## config.mk

```make
export PLATFORM = sky130hd
export DESIGN_NAME = irq_ring_consumer
export DESIGN_NICKNAME = d
export VERILOG_FILES = /design/src/rtl/irq_ring_pkg.sv /design/src/rtl/irq_wptr_cond.sv /design/src/rtl/irq_vec_fetch.sv /design/src/rtl/irq_vec_decode.sv /design/src/rtl/irq_ring_consumer.sv
export SDC_FILE = /design/constraint.sdc
export NUM_CORES = 1
export LEC_CHECK = 0
export ABC_AREA = 1
export BUFFER_PORTS_ARGS = -buffer_cell sky130_fd_sc_hd__buf_2
export CORE_MARGIN = 1
export CORE_UTILIZATION = 48
export DETAILED_ROUTE_END_ITERATION = 16
export PLACE_DENSITY = 0.91
export SYNTH_ARGS = -nofsm -noshare
export SYNTH_HDL_FRONTEND = slang
export SYNTH_SLANG_ARGS = --single-unit
export TNS_END_PERCENT = 30
```

## constraint.sdc

```tcl
create_clock -name clk -period 4.3 [get_ports clk]
set_input_delay 0 -clock clk [delete_from_list [all_inputs] [get_ports clk]]
set_output_delay 0 -clock clk [all_outputs]
set_load 0.03 [all_outputs]
```

## src/rtl/irq_ring_pkg.sv

```systemverilog
package irq_ring_pkg;

    localparam int WORD_W        = 32;
    localparam int WORDS_PER_VEC = 4;
    localparam int VEC_BYTES     = 16;
    localparam int OVF_BIT       = 0;

    localparam logic [7:0] SRC_FAULT_A = 8'd146;
    localparam logic [7:0] SRC_FAULT_B = 8'd147;

    typedef logic [WORDS_PER_VEC-1:0][WORD_W-1:0] vec_words_t;

    typedef struct packed {
        logic [7:0]  src_id;
        logic [27:0] src_data;
        logic [7:0]  ring_id;
        logic [7:0]  vmid;
        logic [15:0] pasid;
    } irq_entry_t;

    typedef enum logic [2:0] {
        ST_IDLE,
        ST_FETCH,
        ST_SCREEN,
        ST_CREDIT,
        ST_EMIT
    } cons_state_t;

    function automatic logic is_fault_src(input logic [7:0] id);
        return (id == SRC_FAULT_A) || (id == SRC_FAULT_B);
    endfunction

endpackage

```

## src/rtl/irq_wptr_cond.sv

```systemverilog
module irq_wptr_cond
    import irq_ring_pkg::*;
#(
    parameter int ADDR_W = 8
) (
    input  logic [WORD_W-1:0] word,
    output logic              ovf,
    output logic [ADDR_W-1:0] wptr_eff,
    output logic [ADDR_W-1:0] jump_ptr
);
    localparam logic [ADDR_W-1:0] FLAG_MASK = ADDR_W'(1) << OVF_BIT;
    localparam logic [ADDR_W-1:0] STEP      = ADDR_W'(VEC_BYTES);

    logic unused_hi;

    always_comb begin
        ovf       = word[OVF_BIT];
        wptr_eff  = word[ADDR_W-1:0] & ~FLAG_MASK;
        jump_ptr  = wptr_eff + STEP;
        unused_hi = &{1'b0, word[WORD_W-1:ADDR_W]};
    end
endmodule

```

## src/rtl/irq_vec_fetch.sv

```systemverilog
module irq_vec_fetch
    import irq_ring_pkg::*;
#(
    parameter int IDX_W = 6
) (
    input  logic              clk,
    input  logic              rst,
    input  logic              start,
    input  logic [IDX_W-1:0]  base_idx,
    output logic              rd_en,
    output logic [IDX_W-1:0]  rd_addr,
    input  logic [WORD_W-1:0] rd_data,
    output logic              done,
    output vec_words_t        words
);
    localparam int CNT_W = $clog2(WORDS_PER_VEC);
    localparam logic [CNT_W-1:0] LAST = CNT_W'(WORDS_PER_VEC - 1);

    logic             issuing_q;
    logic [CNT_W-1:0] cnt_q;
    logic             pend_q;
    logic [CNT_W-1:0] slot_q;
    logic [WORD_W-1:0] cap_q [WORDS_PER_VEC];

    always_ff @(posedge clk) begin
        if (rst) begin
            issuing_q <= 1'b0;
            cnt_q     <= '0;
            pend_q    <= 1'b0;
            slot_q    <= '0;
            done      <= 1'b0;
        end else begin
            if (start) begin
                issuing_q <= 1'b1;
                cnt_q     <= '0;
            end else if (issuing_q) begin
                cnt_q <= cnt_q + 1'b1;
                if (cnt_q == LAST) issuing_q <= 1'b0;
            end
            pend_q <= issuing_q;
            slot_q <= cnt_q;
            done   <= pend_q && (slot_q == LAST);
        end
    end

    always_comb begin
        rd_en   = issuing_q;
        rd_addr = base_idx + IDX_W'(cnt_q);
    end

    for (genvar g = 0; g < WORDS_PER_VEC; g++) begin : g_cap
        always_ff @(posedge clk) begin
            if (rst)
                cap_q[g] <= '0;
            else if (pend_q && (slot_q == CNT_W'(g)))
                cap_q[g] <= rd_data;
        end
        assign words[g] = cap_q[g];
    end
endmodule

```

## src/rtl/irq_vec_decode.sv

```systemverilog
module irq_vec_decode
    import irq_ring_pkg::*;
(
    input  vec_words_t words,
    output irq_entry_t entry,
    output logic       needs_credit
);
    logic unused_bits;

    always_comb begin
        entry.src_id   = words[0][7:0];
        entry.src_data = words[1][27:0];
        entry.ring_id  = words[2][7:0];
        entry.vmid     = words[2][15:8];
        entry.pasid    = words[2][31:16];
        needs_credit   = is_fault_src(entry.src_id) && (entry.pasid != 16'd0);
        unused_bits    = &{1'b0, words[0][31:8], words[1][31:28], words[3]};
    end
endmodule

```

## src/rtl/irq_ring_consumer.sv

```systemverilog
module irq_ring_consumer
    import irq_ring_pkg::*;
#(
    parameter int ADDR_W = 8
) (
    input  logic              clk,
    input  logic              rst,
    input  logic [31:0]       wptr_word,
    output logic              mem_rd_en,
    output logic [ADDR_W-3:0] mem_rd_addr,
    input  logic [31:0]       mem_rd_data,
    output logic              cred_req_valid,
    output logic [15:0]       cred_req_pasid,
    input  logic              cred_rsp_valid,
    input  logic              cred_rsp_grant,
    output logic              out_valid,
    input  logic              out_ready,
    output logic [7:0]        out_src_id,
    output logic [27:0]       out_src_data,
    output logic [7:0]        out_ring_id,
    output logic [7:0]        out_vmid,
    output logic [15:0]       out_pasid,
    output logic              rptr_wb_valid,
    output logic [ADDR_W-1:0] rptr_wb,
    output logic              ovf_clear
);
    localparam int IDX_W = ADDR_W - 2;
    localparam logic [ADDR_W-1:0] STEP = ADDR_W'(VEC_BYTES);

    logic              ovf;
    logic [ADDR_W-1:0] wptr_eff;
    logic [ADDR_W-1:0] jump_ptr;
    logic              fetch_start;
    logic              fetch_done;
    vec_words_t        words;
    irq_entry_t        entry;
    logic              needs_credit;

    cons_state_t       state_q;
    logic [ADDR_W-1:0] rptr_q;
    logic              dirty_q;
    logic              wb_valid_q;
    logic [ADDR_W-1:0] wb_q;
    logic              ovf_clr_q;

    irq_wptr_cond #(.ADDR_W(ADDR_W)) u_wcond (
        .word     (wptr_word),
        .ovf      (ovf),
        .wptr_eff (wptr_eff),
        .jump_ptr (jump_ptr)
    );

    irq_vec_fetch #(.IDX_W(IDX_W)) u_fetch (
        .clk      (clk),
        .rst      (rst),
        .start    (fetch_start),
        .base_idx (rptr_q[ADDR_W-1:2]),
        .rd_en    (mem_rd_en),
        .rd_addr  (mem_rd_addr),
        .rd_data  (mem_rd_data),
        .done     (fetch_done),
        .words    (words)
    );

    irq_vec_decode u_dec (
        .words        (words),
        .entry        (entry),
        .needs_credit (needs_credit)
    );

    always_comb fetch_start = (state_q == ST_IDLE) && (ovf || (rptr_q != wptr_eff));

    always_ff @(posedge clk) begin
        if (rst) begin
            state_q    <= ST_IDLE;
            rptr_q     <= '0;
            dirty_q    <= 1'b0;
            wb_valid_q <= 1'b0;
            wb_q       <= '0;
            ovf_clr_q  <= 1'b0;
        end else begin
            wb_valid_q <= 1'b0;
            ovf_clr_q  <= 1'b0;
            unique case (state_q)
                ST_IDLE: begin
                    if (ovf) begin
                        rptr_q    <= jump_ptr;
                        dirty_q   <= 1'b1;
                        ovf_clr_q <= 1'b1;
                        state_q   <= ST_FETCH;
                    end else if (rptr_q != wptr_eff) begin
                        state_q <= ST_FETCH;
                    end else if (dirty_q) begin
                        wb_valid_q <= 1'b1;
                        wb_q       <= rptr_q;
                        dirty_q    <= 1'b0;
                    end
                end
                ST_FETCH: begin
                    if (fetch_done) state_q <= ST_SCREEN;
                end
                ST_SCREEN: begin
                    state_q <= needs_credit ? ST_CREDIT : ST_EMIT;
                end
                ST_CREDIT: begin
                    if (cred_rsp_valid) begin
                        if (cred_rsp_grant) begin
                            state_q <= ST_EMIT;
                        end else begin
                            rptr_q  <= rptr_q + STEP;
                            dirty_q <= 1'b1;
                            state_q <= ST_IDLE;
                        end
                    end
                end
                ST_EMIT: begin
                    if (out_ready) begin
                        rptr_q  <= rptr_q + STEP;
                        dirty_q <= 1'b1;
                        state_q <= ST_IDLE;
                    end
                end
                default: state_q <= ST_IDLE;
            endcase
        end
    end

    always_comb begin
        cred_req_valid = (state_q == ST_CREDIT);
        cred_req_pasid = entry.pasid;
        out_valid      = (state_q == ST_EMIT);
        out_src_id     = entry.src_id;
        out_src_data   = entry.src_data;
        out_ring_id    = entry.ring_id;
        out_vmid       = entry.vmid;
        out_pasid      = entry.pasid;
        rptr_wb_valid  = wb_valid_q;
        rptr_wb        = wb_q;
        ovf_clear      = ovf_clr_q;
    end
endmodule

```

Yosys cells after proc, flatten, opt, wreduce, memory -nomap -nowiden
Memory sizes are Yosys's and may differ from the RTL's. Index checks and enable logic that the tools add are counted. W data, S select, Z words.

Reduce and logical (&&, ||, !) cells: 19. Bitwise gates (word level): 7. Mux-type cells: 42. Add/subtract/negate cells: 4. Equal/unequal tests: 18.

Operators with widths (number): $mux W32 (4); $mux W8 (4); $mux W1 (24); $pmux W8 S3 (1); $mux W3 (7); $add A8 B5 Y8 const B (2); $eq A8 B8 Y1 const B (2); $reduce_bool A16 Y1 (1); $pmux W3 S5 (1); $reduce_and A5 Y1 (2); $ne A8 B8 Y1 (1); $reduce_and A4 Y1 (2); $add A6 B2 Y6 (1); $eq A2 B2 Y1 const B (3); $eq A3 B2 Y1 const B (2); $logic_and A1 B1 Y1 (6); $ne A2 B1 Y1 const B (3); $ne A2 B2 Y1 const B (2); $or A1 B1 Y1 (4); $reduce_or A2 Y1 (2); $reduce_or A4 Y1 (1); $eq A3 B1 Y1 const B (1); $eq A3 B3 Y1 const B (1); $logic_not A3 Y1 (1); 9 further kinds (12).

Bits of input ports: 69. Register bits after elaboration: 29. Output and inout port bits: 103. Bits in writable memories: 128. Memories kept: 1. Word-level logic and storage cells: 102.

Memories: u_fetch.cap_q (words 4, width 32, read ports 3, clocked after memory_dff 0, wr ports 4, line irq_vec_fetch.sv:23) `logic [WORD_W-1:0] cap_q [WORDS_PER_VEC];`.

Longest topological paths before layout
Gate-level depths: netlist of the first run.

Word-level depth: 6. Depth in mapped cells: 11. Gate-level depth less buffers: 10.

Modules after synthesis
Synthesis of the first run repeated with hierarchy kept, for this count alone.

Cell total of the unflattened synthesis: 738. Area total of the unflattened synthesis: 7534.7 um^2.

Modules (own cells, without submodules): irq_vec_fetch (seq. area each 3983.8 um^2, times used 1, cells each 363, area each 5170.0 um^2); irq_ring_consumer (seq. area each 440.4 um^2, times used 1, cells each 266, area each 1617.8 um^2); irq_vec_decode (seq. area each 0.0 um^2, times used 1, cells each 87, area each 598.1 um^2); irq_wptr_cond (seq. area each 0.0 um^2, times used 1, cells each 22, area each 148.9 um^2).

Worst setup path after synthesis of the first run
Ideal clock, no wire load.

Path type: reg2reg. From: reg u_fetch.pend_q. To: mem u_fetch.cap_q[2][0], in the netlist u_fetch.cap_q[1][0], enable pin. Clock period less this slack: 3.192 ns. Cell stages (with the launch flop): 3. Path buffers: 0. Setup time: 0.466 ns. Slack: 1.108 ns. Arrival time: 2.726 ns. Required time: 3.834 ns. Cells stage by stage: dfxtp_1 -> nand2_1 -> o21ai_0.

RTL lines: from (decl) (line irq_vec_fetch.sv:21) `logic pend_q;`; from (signal assigned) (line irq_vec_fetch.sv:40) `pend_q <= issuing_q;`; to (decl) (line irq_vec_fetch.sv:23).

==> summary.md, run 1 <==
| Metric | Value |
|---|---|
| Sequential cell area fraction in the yosys report | `60.92%` |
| Drt initial violations | `196` |
| Syn avg cell area | `9.835 um2` |
| Slew @ Worst Pin | `1141 ps` |
| RSZ-0062 raised after global routing | `no` |
| Status | `finished clean` |
| Pin count of the biggest net entering global routing | `33` |
| Die area | `0.009211 mm2` |
| Distinct cells, synth | `33` |
| Period Utilization, post-route | `51.72%` |
| Placement Cell Area | `0.004935 mm2` |
| PnR Total Power | `2.593 mW` |
| Port Buffer Count | `146` |
| Setup Viol. Count Final | `0` |
| Final layout net count | `680` |
| Hold Path Depth | `4` |
| Initial Util | `50.57%` |
| R2R setup slack | `2120 ps` |
| GRT Resource Usage Total | `22.93%` |
| Final Cell Area | `0.005604 mm2` |
| DIE WIDTH | `95.98 um` |
| Critical path capture point type | `register` |
| Post-DP HPWL | `6.914 mm` |
| Cells after Synth | `431` |
| Row cnt | `33` |
| Cell family with most CP delay | `buffers and inverters` |
| Worst r2r dst | `rptr_q[1]` |
| Critical Path Start Type | `input port` |
| Worst-Skew Late Latency | `360 ps` |
| 1st-pass router iterations | `5` |
| Cts hold-fix bufs | `43` |
| Hold path start | `wptr_word[4]` |
| # DRC | `0` |
| Clock skew | `13.94 ps` |
| Synth-to-Final Area Change | `32.20%` |
| Diodes inserted | `0` |
| Leakage | `2.802 nW` |
| Initial antenna violation count | `0` |
| Cts bufs inserted | `9` |
| Commonest non-fill, non-tap cell in the layout | `buf_2` |
| FF+latch count, synth | `95` |
| Postcts setup bufs | `0` |
| Slowest cell delay on critical path | `610 ps` |
| Resize count post-CTS | `0` |
| Gr ovfl total | `0` |
| CTS Buffer Depth | `2` |
| ANT nets after route | `0` |
| Root buf cell | `clkbuf_8` |
| First-pass GRT wire length | `15.68 mm` |
| Vias in the first global route | `3461` |
| Worst R2R Start | `state_q[1]` |
| IO Pins | `172` |
| DRT Wirelength | `10.38 mm` |
| Vias per std cell | `5.031` |
| CP Cell Sequence | `dlygate4sd3_1 -> buf_2 -> clkinv_1 -> nand4_1 -> buf_8 -> nor2_1` |
| CP arrival | `2330 ps` |
| Max-Cap Viols | `0` |
| Worst hold path class | `in -> reg` |
| Clk sink count | `95` |
| WL/cell | `14.50 um` |
| Max-slew violations | `0` |
| Syn. warnings | `0` |
| Worst hold slack | `70.94 ps` |
| CTS clk-pin slew, worst paths | `100 ps` |
| Share of cells above drive strength 1 | `30.44%` |
| Slew HR | `23.30%` |
| Max rail drop VDD | `0.0003447 V` |
| Fin crit period | `2224 ps` |
| H-Tree Depth | `3` |
| TritonCTS clock tree | `built` |
| Register area | `0.002582 mm2` |
| Worst EP required | `4410 ps` |
| Die Span Y | `95.98 um` |
| Crit Path Class | `in -> reg` |
| Fillers | `576` |
| Max Fclk | `449.7 MHz` |
| Most frequent cells in the layout | `146 x buf_2, 107 x nor2_1, 68 x edfxtp_1, 61 x inv_1, 57 x nand2_1` |
| P per Cell Area | `462.6 mW/mm2` |
| Worst Hold End | `rptr_q[4]` |
| Worst R2R Path Depth | `7` |
| Placer Congestion | `0.7619` |
| Setup TNS | `0 ps` |
| Total buffers and inverters traversed by the critical path | `4` |
| Crit-path slowest cell | `clkinv_1` |
| Multi-input logic area | `0.001235 mm2` |
| Core area | `0.008382 mm2` |
| Worst-path maximum fanout | `21` |
| Netlist Area Pre-Place | `0.004239 mm2` |
| Via count | `3602` |
| Post-Syn Nets | `505` |
| Final hold viol count | `0` |
==> kinds of logic (layout without fill, tap and decap cells) <==
kind of cell / Yosys count / in the layout / share of synthesized area [%]
AND/OR/NAND/NOR: 209 / 209 / 22.08
buffers and inverters: 92 / 272 / 10.54
AO/OA/AOI/OAI: 18 / 18 / 2.273
other: 1 / 1 / 0.08846
XOR/XNOR: 11 / 11 / 2.450
flip-flops: 95 / 95 / 60.92
adder cells (fa/ha/maj): 5 / 5 / 1.653
==> Yosys cell counts (all sizes together) <==
cell type  instances  share of area (%)
nor2             113                 11
clkbuf             1              0.088
inv               63                5.6
buf               27                4.8
o31ai              2               0.35
nand3b             5               0.89
o21ai              5               0.59
nand2             63                6.1
edfxtp            68                 48
ha                 4                1.2
o22ai              1               0.15
a21oi             10                1.2
dfxtp             27                 13
nand4              7                1.7
fa                 1               0.47
or2                1               0.21
xor2               5                1.0
clkinv             1              0.088
xnor2              6                1.4
conb               1              0.088
nand3             18                2.2
nor3               2               0.24
==> per-layer routing <==
metal | global-route usage, % | vias to the layer above | wire length (um)
li1 | - | 1702 | -
met1 | 24.70 | 1690 | 3981
met2 | 44.35 | 190 | 5391
met3 | 4.186 | 20 | 779
met4 | 8.209 | 0 | 227
met5 | 0 | - | 0
==> worst reg2reg max path, cell delays in order, from the launching register on <==
cell	delay [ps]
dfxtp_1	380
nor2_4	170
nand2_2	90
inv_1	140
nand3_1	80
dlygate4sd3_1	560
a21oi_1	150
dlygate4sd3_1	550
==> layout make-up <==
class / count / area share [%]
Tap cell: 105 / 2.344
Multi-Input combinational cell: 244 / 22.04
Clock inverter: 7 / 1.786
Inverter: 64 / 4.287
Clock buffer: 9 / 2.210
Timing Repair Buffer: 192 / 21.25
Sequential cell: 95 / 46.08
==> flip-flops by register name (all words and copies together) (netlist names) <==
name	count
state_q	3
u_fetch.slot_q	2
rptr_wb	7
ovf_clear	1
rptr_q	7
u_fetch.rd_en	1
u_fetch.pend_q	1
dirty_q	1
rptr_wb_valid	1
u_fetch.done	1
u_fetch.cnt_q	2
u_fetch.cap_q	68
==> stage by stage <==
stage / worst slack, ps / util, % / cells
CTS: 1769 / 66.68 / 715
finish: 2076 / 66.86 / 716
detailed placement: 1928 / 58.87 / 656
floorplan: 1108 / - / 431
global route: 1977 / 66.86 / 716
global placement: 2116 / 58.87 / 656
==> worst max path at each step <==
stage	from	end	cells past startpoint
detailed placement	rst	u_fetch.cap_q[0][51]	4
finish	rst	u_fetch.cap_q[0][51]	6
global placement	rst	u_fetch.cap_q[0][52]	4
CTS	rst	u_fetch.cap_q[0][51]	5
global route	rst	u_fetch.cap_q[0][51]	6
floorplan	u_fetch.pend_q	u_fetch.cap_q[1][0]	2
==> power by group <==
part | switching, mW | internal (mW) | leakage, nW
Sequential | 0.101 | 1.08 | 0.926
Clock | 0.342 | 0.288 | 0.112
Combinational | 0.523 | 0.259 | 1.76
Total | 0.966 | 1.63 | 2.80
Note: power is estimated with default switching activity, not from simulation.
==> inputs of run 2 (changes only) <==
CORE_UTILIZATION = 44   (was 48)
PLACE_DENSITY = 0.88   (was 0.91)
clock period = 1.95 ns   (was 4.3 ns; I/O delays follow)
==> summary.md, run 2 (synthesis results as in run 1) <==
| Metric | Value |
|---|---|
| Cts bufs inserted | `9 (unchanged)` |
| Initial antenna violation count | `0 (unchanged)` |
| Worst EP required | `1950 ps (-2460 ps)` |
| Fin util | `60.18% (-6.7 points)` |
| Clock skew | `23.29 ps (+9.354 ps)` |
| Pint | `3.442 mW (+110%)` |
| Slew @ Worst Pin | `1123 ps (-17.25 ps)` |
| Crit Path Class | `reg -> out` |
| Die Span Y | `100.2 um (+4.4%)` |
| Final Cell Area | `0.005587 mm2 (-0.31%)` |
| P per Cell Area | `991.0 mW/mm2 (+110%)` |
| Period Utilization, post-route | `93.05%` |
| CTS Buffer Depth | `2 (unchanged)` |
| WL/cell | `14.27 um (-1.6%)` |
| DIE WIDTH | `100.2 um (+4.4%)` |
| Final hold viol count | `0 (unchanged)` |
| Max Fclk | `551.1 MHz` |
| Pin count of the biggest net entering global routing | `29 (-12%)` |
| Psw | `2.094 mW (+120%)` |
| ANT nets after route | `0 (unchanged)` |
| Critical path capture point type | `primary output` |
| PnR Total Power | `5.536 mW (+110%)` |
| Worst R2R Path Depth | `2 (-5)` |
| Row cnt | `35 (+6.1%)` |
| Most frequent cells in the layout | `146 x buf_2, 107 x nor2_1, 68 x edfxtp_1, 61 x inv_1, 57 x nand2_1` |
| Worst-path maximum fanout | `4 (-81%)` |
| Fin crit period | `1814 ps` |
| Max rail drop VDD | `0.0005991 V (+74%)` |
| Met2 WL | `5.739 mm (+6.5%)` |
| Via count | `3458 (-4.0%)` |
| Met3 WL | `525 um (-33%)` |
| Resize count post-CTS | `0 (unchanged)` |
| Final layout net count | `680 (unchanged)` |
| Status | `finished clean` |
| Gr ovfl total | `0 (unchanged)` |
| Max-slew violations | `0 (unchanged)` |
| Vias in the first global route | `3428 (-0.95%)` |
| Die area | `0.01003 mm2 (+8.9%)` |
| First-pass GRT wire length | `16.37 mm (+4.4%)` |
| Sw Ratio | `37.83% (+0.58 points)` |
| # DRC | `0 (unchanged)` |
| Clk sink count | `95 (unchanged)` |
| Hold Path Depth | `3 (-1)` |
| Slew HR | `24.46% (+1.2 points)` |
| Synth-to-Final Area Change | `31.79%` |
| Fillers | `744 (+29%)` |
| RSZ-0062 raised after global routing | `no` |
| Max reg flops | `68 (unchanged)` |
| Max-Cap Viols | `0 (unchanged)` |
| Clk pwr share | `22.5% (-1.8 points)` |
| Critical Path Start Type | `register` |
| Setup ws final | `135.5 ps (-1941 ps)` |
| Commonest non-fill, non-tap cell in the layout | `buf_2` |
| 1st-pass router iterations | `4 (-1)` |
| H-Tree Depth | `3 (unchanged)` |
| Top Layer Used | `met4` |
| Setup Viol. Count Final | `0 (unchanged)` |
| Placement Cell Area | `0.005010 mm2 (+1.5%)` |
| CTS clk-pin slew, worst paths | `100 ps (about the same)` |
| GRT Resource Usage Total | `21.43% (-1.5 points)` |
| DRT Wirelength | `10.56 mm (+1.7%)` |
| Root buf cell | `clkbuf_8` |
| CP arrival | `1810 ps (-520 ps)` |
| Drt initial violations | `110 (-44%)` |
| Port Buffer Count | `146 (unchanged)` |
| Sequential cell fraction of total power | `47.0% (+1.4 points)` |
| Post-DP HPWL | `7.257 mm (+5.0%)` |
| Logic pwr share | `30.5% (+0.4 points)` |
| Initial Util | `45.66% (-4.9 points)` |
| Leakage | `2.781 nW (-0.74%)` |
| Share of cells above drive strength 1 | `31.26% (+0.82 points)` |
| Diodes inserted | `0 (unchanged)` |
| Worst hold path class | `in -> reg` |
| IO Pins | `172 (unchanged)` |
| Core area | `0.009284 mm2 (+11%)` |
| Postcts setup bufs | `0 (unchanged)` |
| Placer Congestion | `0.8936 (+17%)` |
| Worst-Skew Late Latency | `360 ps (about the same)` |
| TritonCTS clock tree | `built` |
| Reg with most FFs | `u_fetch.cap_q` |
| Met1 WL | `4.123 mm (+3.6%)` |
| Pre-CTS setup slack | `150.8 ps (-1777 ps)` |
| Vias per std cell | `4.673 (-7.1%)` |
## run 2: cell types whose count changed in the layout (fill, tap and decap cells not counted), sizes merged
cell	change
buf	+5
clkinvlp	+1
bufinv	-1
dlygate4sd3	-5
## run 2: power groups by stage
| stage | combinational [mW] | clock (mW) | sequential [mW] |
|---|---|---|---|
| detailed placement | 1.60 | 0 | 2.64 |
| global route | 1.83 | 1.36 | 2.63 |
| floorplan | 1.07 | 0 | 2.79 |
| global placement | 1.54 | 0 | 2.62 |
| finish | 1.69 | 1.25 | 2.60 |
| CTS | 1.68 | 1.27 | 2.60 |
## run 2: what timing repair did
item	CTS	global route
endpoints found under the hold margin	62	1
hold buffers	37	1
endpoints found under the setup margin	0	0
## run 2: per-layer routing
layer | track usage, % | vias to the layer above
li1 | - | 1693
met1 | 22.29 | 1626
met2 | 40.89 | 127
met3 | 4.248 | 12
met4 | 10.37 | 0
met5 | 0 | -
## run 2: path summary, 6_finish.rpt
kind / start / endpoint / slack [ps]
setup / recovery: rptr_q[2] / mem_rd_addr[4] / 140
hold / removal: mem_rd_data[1] / u_fetch.cap_q[0][33] / 20
setup reg to reg: u_fetch.pend_q / u_fetch.cap_q[0][7] / 170
hold reg to reg: u_fetch.cnt_q[0] / u_fetch.slot_q[0] / 500
## run 2: stage by stage
step	setup TNS [ps]	hold slack [ps]	cells
6_report	0	22.38	740
5_1_grt	0	3.625	740
4_1_cts	0	0.2861	739
3_5_place_dp	0	309.4	686
3_3_place_gp	0	297.0	686
2_1_floorplan	-7230	79.31	431
## run 2: worst max-delay path, stage by stage (launching register included)
cell	delay (ps)
dfxtp_1	350
ha_1	250
fa_1	420
nand3_1	120
xnor2_1	130
buf_2	220
## run 2: final cells by class
cell class / count / area [um2] / share of cell area (%)
clock buffer: 9 / 123.9 / 2.217
inverter: 64 / 240.2 / 4.300
multi-input combinational: 244 / 1235 / 22.11
tap: 129 / 161.4 / 2.889
clock inverter: 7 / 72.57 / 1.299
sequential: 95 / 2582 / 46.23
timing repair buffer: 192 / 1171 / 20.96
